$ cat config.mk
export PLATFORM = sky130hd
export DESIGN_NAME = qdma_channel
export DESIGN_NICKNAME = d
export VERILOG_FILES = /design/src/rtl/qdma_pkg.sv /design/src/rtl/qdma_regs.sv /design/src/rtl/qdma_seq.sv /design/src/rtl/qdma_hold.sv /design/src/rtl/qdma_channel.sv
export SDC_FILE = /design/constraint.sdc
export NUM_CORES = 1
export LEC_CHECK = 0
export BUFFER_PORTS_ARGS = -buffer_cell sky130_fd_sc_hd__buf_2
export CAP_MARGIN = 30
export CORE_ASPECT_RATIO = 0.75
export CORE_MARGIN = 1
export CORE_UTILIZATION = 40
export CTS_BUF_LIST = sky130_fd_sc_hd__clkbuf_8
export DETAILED_ROUTE_END_ITERATION = 10
export GPL_ROUTABILITY_DRIVEN = 0
export HOLD_SLACK_MARGIN = 0.08
export PLACE_DENSITY = 0.69
export REMOVE_ABC_BUFFERS = 1
export SETUP_SLACK_MARGIN = 0.4
export SLEW_MARGIN = 20
export SYNTH_ARGS = -nofsm -noshare
export SYNTH_HDL_FRONTEND = slang
export SYNTH_SLANG_ARGS = --single-unit
export TNS_END_PERCENT = 5
$ cat constraint.sdc
create_clock -name clk -period 2.01 [get_ports clk]
set_clock_uncertainty 0.05 [all_clocks]
set_input_delay 0.1005 -clock clk [delete_from_list [all_inputs] [get_ports clk]]
set_output_delay 0.1005 -clock clk [all_outputs]
set_load 0.05 [all_outputs]
$ cat src/rtl/qdma_pkg.sv
package qdma_pkg;

    typedef enum logic [1:0] {
        ST_IDLE = 2'd0,
        ST_REQ  = 2'd1,
        ST_WAIT = 2'd2,
        ST_HOLD = 2'd3
    } seq_state_e;

    localparam logic [7:0] OFS_CTRL  = 8'h00;
    localparam logic [7:0] OFS_ADDR  = 8'h10;
    localparam logic [7:0] OFS_COUNT = 8'h20;

    localparam int QW_BYTES = 16;

endpackage

$ cat src/rtl/qdma_regs.sv
module qdma_regs #(
    parameter int ADDR_W = 32,
    parameter int CNT_W  = 16,
    parameter int CFG_AW = 8,
    parameter int CFG_DW = 32
) (
    input  logic              clk,
    input  logic              rst_n,
    input  logic              wr_en,
    input  logic [CFG_AW-1:0] cfg_addr,
    input  logic [CFG_DW-1:0] wr_data,
    input  logic              busy,
    output logic [CFG_DW-1:0] rd_data,
    output logic [ADDR_W-1:0] base_addr,
    output logic [CNT_W-1:0]  qw_count,
    output logic              start
);
    import qdma_pkg::*;

    typedef struct packed {
        logic [ADDR_W-1:0] addr;
        logic [CNT_W-1:0]  count;
    } regs_t;

    regs_t regs_d, regs_q;
    logic  wr_ok;

    always_comb begin
        regs_d = regs_q;
        wr_ok  = wr_en && !busy;
        start  = 1'b0;
        if (wr_ok) begin
            if (cfg_addr == CFG_AW'(OFS_ADDR)) begin
                regs_d.addr = ADDR_W'(wr_data);
            end
            if (cfg_addr == CFG_AW'(OFS_COUNT)) begin
                regs_d.count = CNT_W'(wr_data);
            end
            if (cfg_addr == CFG_AW'(OFS_CTRL)) begin
                start = wr_data[0];
            end
        end
    end

    always_comb begin
        rd_data = '0;
        if (cfg_addr == CFG_AW'(OFS_CTRL)) begin
            rd_data[0] = busy;
        end else if (cfg_addr == CFG_AW'(OFS_ADDR)) begin
            rd_data = CFG_DW'(regs_q.addr);
        end else if (cfg_addr == CFG_AW'(OFS_COUNT)) begin
            rd_data = CFG_DW'(regs_q.count);
        end
    end

    always_ff @(posedge clk) begin
        if (!rst_n) begin
            regs_q <= '0;
        end else begin
            regs_q <= regs_d;
        end
    end

    assign base_addr = regs_q.addr;
    assign qw_count  = regs_q.count;

endmodule

$ cat src/rtl/qdma_seq.sv
module qdma_seq #(
    parameter int ADDR_W = 32,
    parameter int CNT_W  = 16
) (
    input  logic              clk,
    input  logic              rst_n,
    input  logic              start,
    input  logic [ADDR_W-1:0] base_addr,
    input  logic [CNT_W-1:0]  qw_count,
    input  logic              mem_rd_valid,
    input  logic              take,
    output logic              mem_rd_en,
    output logic [ADDR_W-1:0] mem_rd_addr,
    output logic              capture,
    output logic              capture_last,
    output logic              busy,
    output logic              done
);
    import qdma_pkg::*;

    localparam logic [ADDR_W-1:0] STEP = ADDR_W'(QW_BYTES);
    localparam logic [CNT_W-1:0]  ONE  = CNT_W'(1);

    typedef struct packed {
        seq_state_e        state;
        logic [ADDR_W-1:0] addr;
        logic [CNT_W-1:0]  remain;
        logic              done;
    } seq_t;

    seq_t seq_d, seq_q;

    always_comb begin
        seq_d      = seq_q;
        seq_d.done = 1'b0;
        unique case (seq_q.state)
            ST_IDLE: begin
                if (start) begin
                    if (qw_count == '0) begin
                        seq_d.done = 1'b1;
                    end else begin
                        seq_d.addr   = base_addr;
                        seq_d.remain = qw_count;
                        seq_d.state  = ST_REQ;
                    end
                end
            end
            ST_REQ: begin
                seq_d.state = ST_WAIT;
            end
            ST_WAIT: begin
                if (mem_rd_valid) begin
                    seq_d.state = ST_HOLD;
                end
            end
            ST_HOLD: begin
                if (take) begin
                    if (seq_q.remain == ONE) begin
                        seq_d.state = ST_IDLE;
                        seq_d.done  = 1'b1;
                    end else begin
                        seq_d.remain = seq_q.remain - ONE;
                        seq_d.addr   = seq_q.addr + STEP;
                        seq_d.state  = ST_REQ;
                    end
                end
            end
            default: seq_d.state = ST_IDLE;
        endcase
    end

    always_ff @(posedge clk) begin
        if (!rst_n) begin
            seq_q <= '{state: ST_IDLE, addr: '0, remain: '0, done: 1'b0};
        end else begin
            seq_q <= seq_d;
        end
    end

    assign mem_rd_en    = (seq_q.state == ST_REQ);
    assign mem_rd_addr  = seq_q.addr;
    assign capture      = (seq_q.state == ST_WAIT) && mem_rd_valid;
    assign capture_last = (seq_q.remain == ONE);
    assign busy         = (seq_q.state != ST_IDLE);
    assign done         = seq_q.done;

endmodule

$ cat src/rtl/qdma_hold.sv
module qdma_hold #(
    parameter int DATA_W = 128
) (
    input  logic              clk,
    input  logic              rst_n,
    input  logic              load,
    input  logic              load_last,
    input  logic [DATA_W-1:0] load_data,
    input  logic              out_ready,
    output logic              out_valid,
    output logic              out_last,
    output logic [DATA_W-1:0] out_data,
    output logic              take
);
    typedef struct packed {
        logic              valid;
        logic              last;
        logic [DATA_W-1:0] data;
    } hold_t;

    hold_t hold_d, hold_q;

    always_comb begin
        hold_d = hold_q;
        take   = hold_q.valid && out_ready;
        if (load) begin
            hold_d.valid = 1'b1;
            hold_d.last  = load_last;
            hold_d.data  = load_data;
        end else if (take) begin
            hold_d.valid = 1'b0;
            hold_d.last  = 1'b0;
        end
    end

    always_ff @(posedge clk) begin
        if (!rst_n) begin
            hold_q <= '0;
        end else begin
            hold_q <= hold_d;
        end
    end

    assign out_valid = hold_q.valid;
    assign out_last  = hold_q.last;
    assign out_data  = hold_q.data;

endmodule

$ cat src/rtl/qdma_channel.sv
module qdma_channel #(
    parameter int ADDR_W = 32,
    parameter int CNT_W  = 16,
    parameter int DATA_W = 128,
    parameter int CFG_AW = 8,
    parameter int CFG_DW = 32
) (
    input  logic              clk,
    input  logic              rst_n,
    input  logic              cfg_wr_en,
    input  logic [CFG_AW-1:0] cfg_addr,
    input  logic [CFG_DW-1:0] cfg_wr_data,
    output logic [CFG_DW-1:0] cfg_rd_data,
    output logic              mem_rd_en,
    output logic [ADDR_W-1:0] mem_rd_addr,
    input  logic [DATA_W-1:0] mem_rd_data,
    input  logic              mem_rd_valid,
    output logic              out_valid,
    output logic [DATA_W-1:0] out_data,
    output logic              out_last,
    input  logic              out_ready,
    output logic              done_pulse
);
    logic [ADDR_W-1:0] base_addr;
    logic [CNT_W-1:0]  qw_count;
    logic              start;
    logic              busy;
    logic              capture;
    logic              capture_last;
    logic              take;

    qdma_regs #(
        .ADDR_W(ADDR_W), .CNT_W(CNT_W), .CFG_AW(CFG_AW), .CFG_DW(CFG_DW)
    ) regs_i (
        .clk(clk), .rst_n(rst_n),
        .wr_en(cfg_wr_en), .cfg_addr(cfg_addr), .wr_data(cfg_wr_data),
        .busy(busy), .rd_data(cfg_rd_data),
        .base_addr(base_addr), .qw_count(qw_count), .start(start)
    );

    qdma_seq #(
        .ADDR_W(ADDR_W), .CNT_W(CNT_W)
    ) seq_i (
        .clk(clk), .rst_n(rst_n),
        .start(start), .base_addr(base_addr), .qw_count(qw_count),
        .mem_rd_valid(mem_rd_valid), .take(take),
        .mem_rd_en(mem_rd_en), .mem_rd_addr(mem_rd_addr),
        .capture(capture), .capture_last(capture_last),
        .busy(busy), .done(done_pulse)
    );

    qdma_hold #(
        .DATA_W(DATA_W)
    ) hold_i (
        .clk(clk), .rst_n(rst_n),
        .load(capture), .load_last(capture_last), .load_data(mem_rd_data),
        .out_ready(out_ready),
        .out_valid(out_valid), .out_last(out_last), .out_data(out_data),
        .take(take)
    );

endmodule

==> impl_metrics.csv <==
group,metric,value,unit
run_status,status,"finished, violations left",
run_status,violations,"negative setup slack",
clocking,cts_made_buffers,40,
global_routing,antenna_found_initial,4,
logic_synthesis,syn-cell-area,10100,um2
routing,viasPerCell,5.77,
setup_path,critPathLaunchType,"register",
finish,fin_nets,2053,
global_routing,grtUsageTotal,30.9,%
finish,area_growth_syn_to_layout,70.0,%
timing,tightestPinTransition,589,ps
timing,min_period,2200,ps
clocking,clk_latency,560,ps
power,power.density,556,nW/um2
die,initial_utilization,41.4,%
finish,multi_input_area,6140,um2
power,design_power_total,9.52,mW
timing,tns,-3590,ps
timing,whs,131,ps
logic_synthesis,synth-seq-area-share,45.5,%
logic_synthesis,synthTopCellsByArea,"dfxtp_1 (45%), nand2_1 (13%), a21oi_1 (10%), clkbuf_1 (3.0%), buf_4 (2.4%)",
timing,fin_ws,-193,ps
clocking,clockBufferDepth,3,
timing,setup_viol,44,
setup_path,crit_slowest_cell,"nor3_1",
routing,routed_wl,47.9,mm
timing,slew_headroom,60.7,%
finish,final.fill_count,1644,
logic_synthesis,synth_edf_count,0,
setup_path,crit_top_cell,"buf_6",
logic_synthesis,postSynth.asyncResetShare,0,%
logic_synthesis,synth.most_common_cell,"nand2_1",
die,die_w,185,um
setup_path,crit_chain,"nor3_1, and4_4, a211o_1, buf_6, nor2_4, buf_6, o221a_4",
setup_path,cp.arrival,2570,ps
timing,hold_viol_final,0,
logic_synthesis,ys_ff_latch,229,
logic_synthesis,synthesis.area_per_instance,7.90,um2
job,drv_cap,0,
clocking,cts_tree,"built",
global_routing,grt_pass1_vias,12000,
placement,io_buffers,368,
power,leakage,7.61,nW
global_routing,overflow,0,
routing,routedWlPerCell,21.4,um
setup_path,cp-end-kind,"register",
logic_synthesis,yosysTopAreaCellShare,45.5,%
min_path,hold_class,"input port to register",
timing,drv_slew,0,
placement,dp_hpwl,26.1,mm
setup_path,cpPeakStageDelay,500,ps
routing,first_pass_iters,7,
die,coreArea,24300,um2
logic_synthesis,ys_top_cells_by_count,"nand2_1 (354), dfxtp_1 (229), a21oi_1 (207), clkbuf_1 (81), nor2_1 (39)",
die,die_h,139,um
logic_synthesis,yosys_warnings,0,
routing,drc_errors,0,
routing,drt_iter0_markers,1075,
setup_path,crit_fanout,8,
global_routing,grt_pass1_wl,63.7,mm
die,die-area,25800,um2
routing,ant_nets,0,
power,irDropWorstVdd,741,uV
logic_synthesis,synthCells,1276,
logic_synthesis,synth_cell_types,59,
timing,max_clock_freq,0.454,GHz
setup_path,worst-endpoint-required,2380,ps
timing,period_share,110,%
global_routing,grt_max_degree,63,
finish,drive_gt1_share,42.9,%
clocking,root_buffer,"clkbuf_8",
die,ioPinCount,369,
clocking,htree_levels,2,
setup_path,worstSetupPathType,"register to register",
logic_synthesis,synth_flop_cell,"dfxtp_1",
finish,utilization,70.4,%
die,fp-row-count,49,
routing,num_vias,12900,
clocking,path_clk_slew,60,ps
finish,seq_area,4590,um2
timing,rsz0062_at_grt,"true",
logic_synthesis,post-synth-top-area-cell,"dfxtp_1",
clocking,clkSinkCount,229,
metrics by stage:
stage,setup slack [ps],area [um2],std cells
finish,-193,17100,2237
global route,-239,17100,2233
floorplan,-1920,9490,1154
CTS,27.5,15700,2226
global placement,-73.2,13000,1977
detailed placement,-195,13000,1977
what timing repair did:
action	in CTS	in global routing
setup buffers	9	3
pin swaps	10	97
endpoints found under the setup margin	209	243
hold buffers	165	0
cloned	6	2
hold endpoints to repair	208	0
resized for setup	48	352
cell families after synthesis:
logic type      Yosys count  share of synthesized area, %
fa+ha+maj                 7                         0.869
simple gates            522                          23.1
compound gates          347                          21.2
mux                      18                          1.79
xor+xnor                 12                          1.04
flops                   229                          45.5
buf+inv                 141                          6.52
flip-flops by register name, indices dropped and copies added, names as in the netlist:
register and flops:
hold_i.out_last 1, regs_i.qw_count 16, seq_i.mem_rd_addr 32, seq_i.seq_q 18, regs_i.base_addr 32, hold_i.out_data 128, hold_i.out_valid 1, seq_i.done 1
worst paths after layout:
| check | startpoint | endpoint | slack [ps] | cells after the start |
|---|---|---|---|---|
| worst min-delay path | cfg_wr_en | regs_i.base_addr[11] | 130 | 5 |
| worst min register to register | hold_i.out_data[72] | hold_i.out_data[72] | 400 | 2 |
| worst max-delay path | seq_i.seq_q[13] | seq_i.mem_rd_addr[17] | -190 | 7 |
| worst max register to register | seq_i.seq_q[13] | seq_i.mem_rd_addr[17] | -190 | 7 |
power breakdown:
group,switching (mW),internal (mW),leakage [nW]
clock network,2.08,2.21,0.453
logic,0.311,0.380,5.31
registers,0.00133,4.54,1.85
critical path: cells and delay by family (launching register included):
kind | cells | cell delay, ps
AOI/OAI and AO/OA | 2 | 470
DFF | 1 | 340
and+or+nand+nor | 3 | 900
buffers and inverters | 2 | 310
layout make-up:
type | count | share of cell area [%]
multi-input cells | 906 | 35.8
repair buffers | 677 | 29.9
flip-flops and latches | 229 | 26.8
clock buffers | 49 | 3.94
well taps | 331 | 2.42
clock inverters | 20 | 0.562
inverters | 19 | 0.460
diodes | 6 | 0.0876
layout by cell type (no fill, tap or decap), drive strengths merged, types with 15 or more instances in the layout:
| cell type | count |
|---|---|
| nor4 | 17 |
| nand2 | 354 |
| a21oi | 207 |
| buf | 494 |
| nor2 | 39 |
| inv | 34 |
| clkbuf | 67 |
| mux2i | 18 |
| a22oi | 17 |
| a211oi | 19 |
| nand3 | 33 |
| a22o | 16 |
| and2 | 20 |
| dfxtp | 229 |
| o31ai | 19 |
| nor3 | 15 |
| dlygate4sd3 | 165 |
per-layer routing:
metal  global-route usage [%]  up-vias  share of wire [%]
met1                     37.1     6066                 37
li1                         -     5637                  -
met5                        0        -                  0
met4                     14.8        0                6.6
met3                     6.91      246                9.7
met2                     52.1      953                 47
No activity file was read; power rests on OpenSTA's default activity.
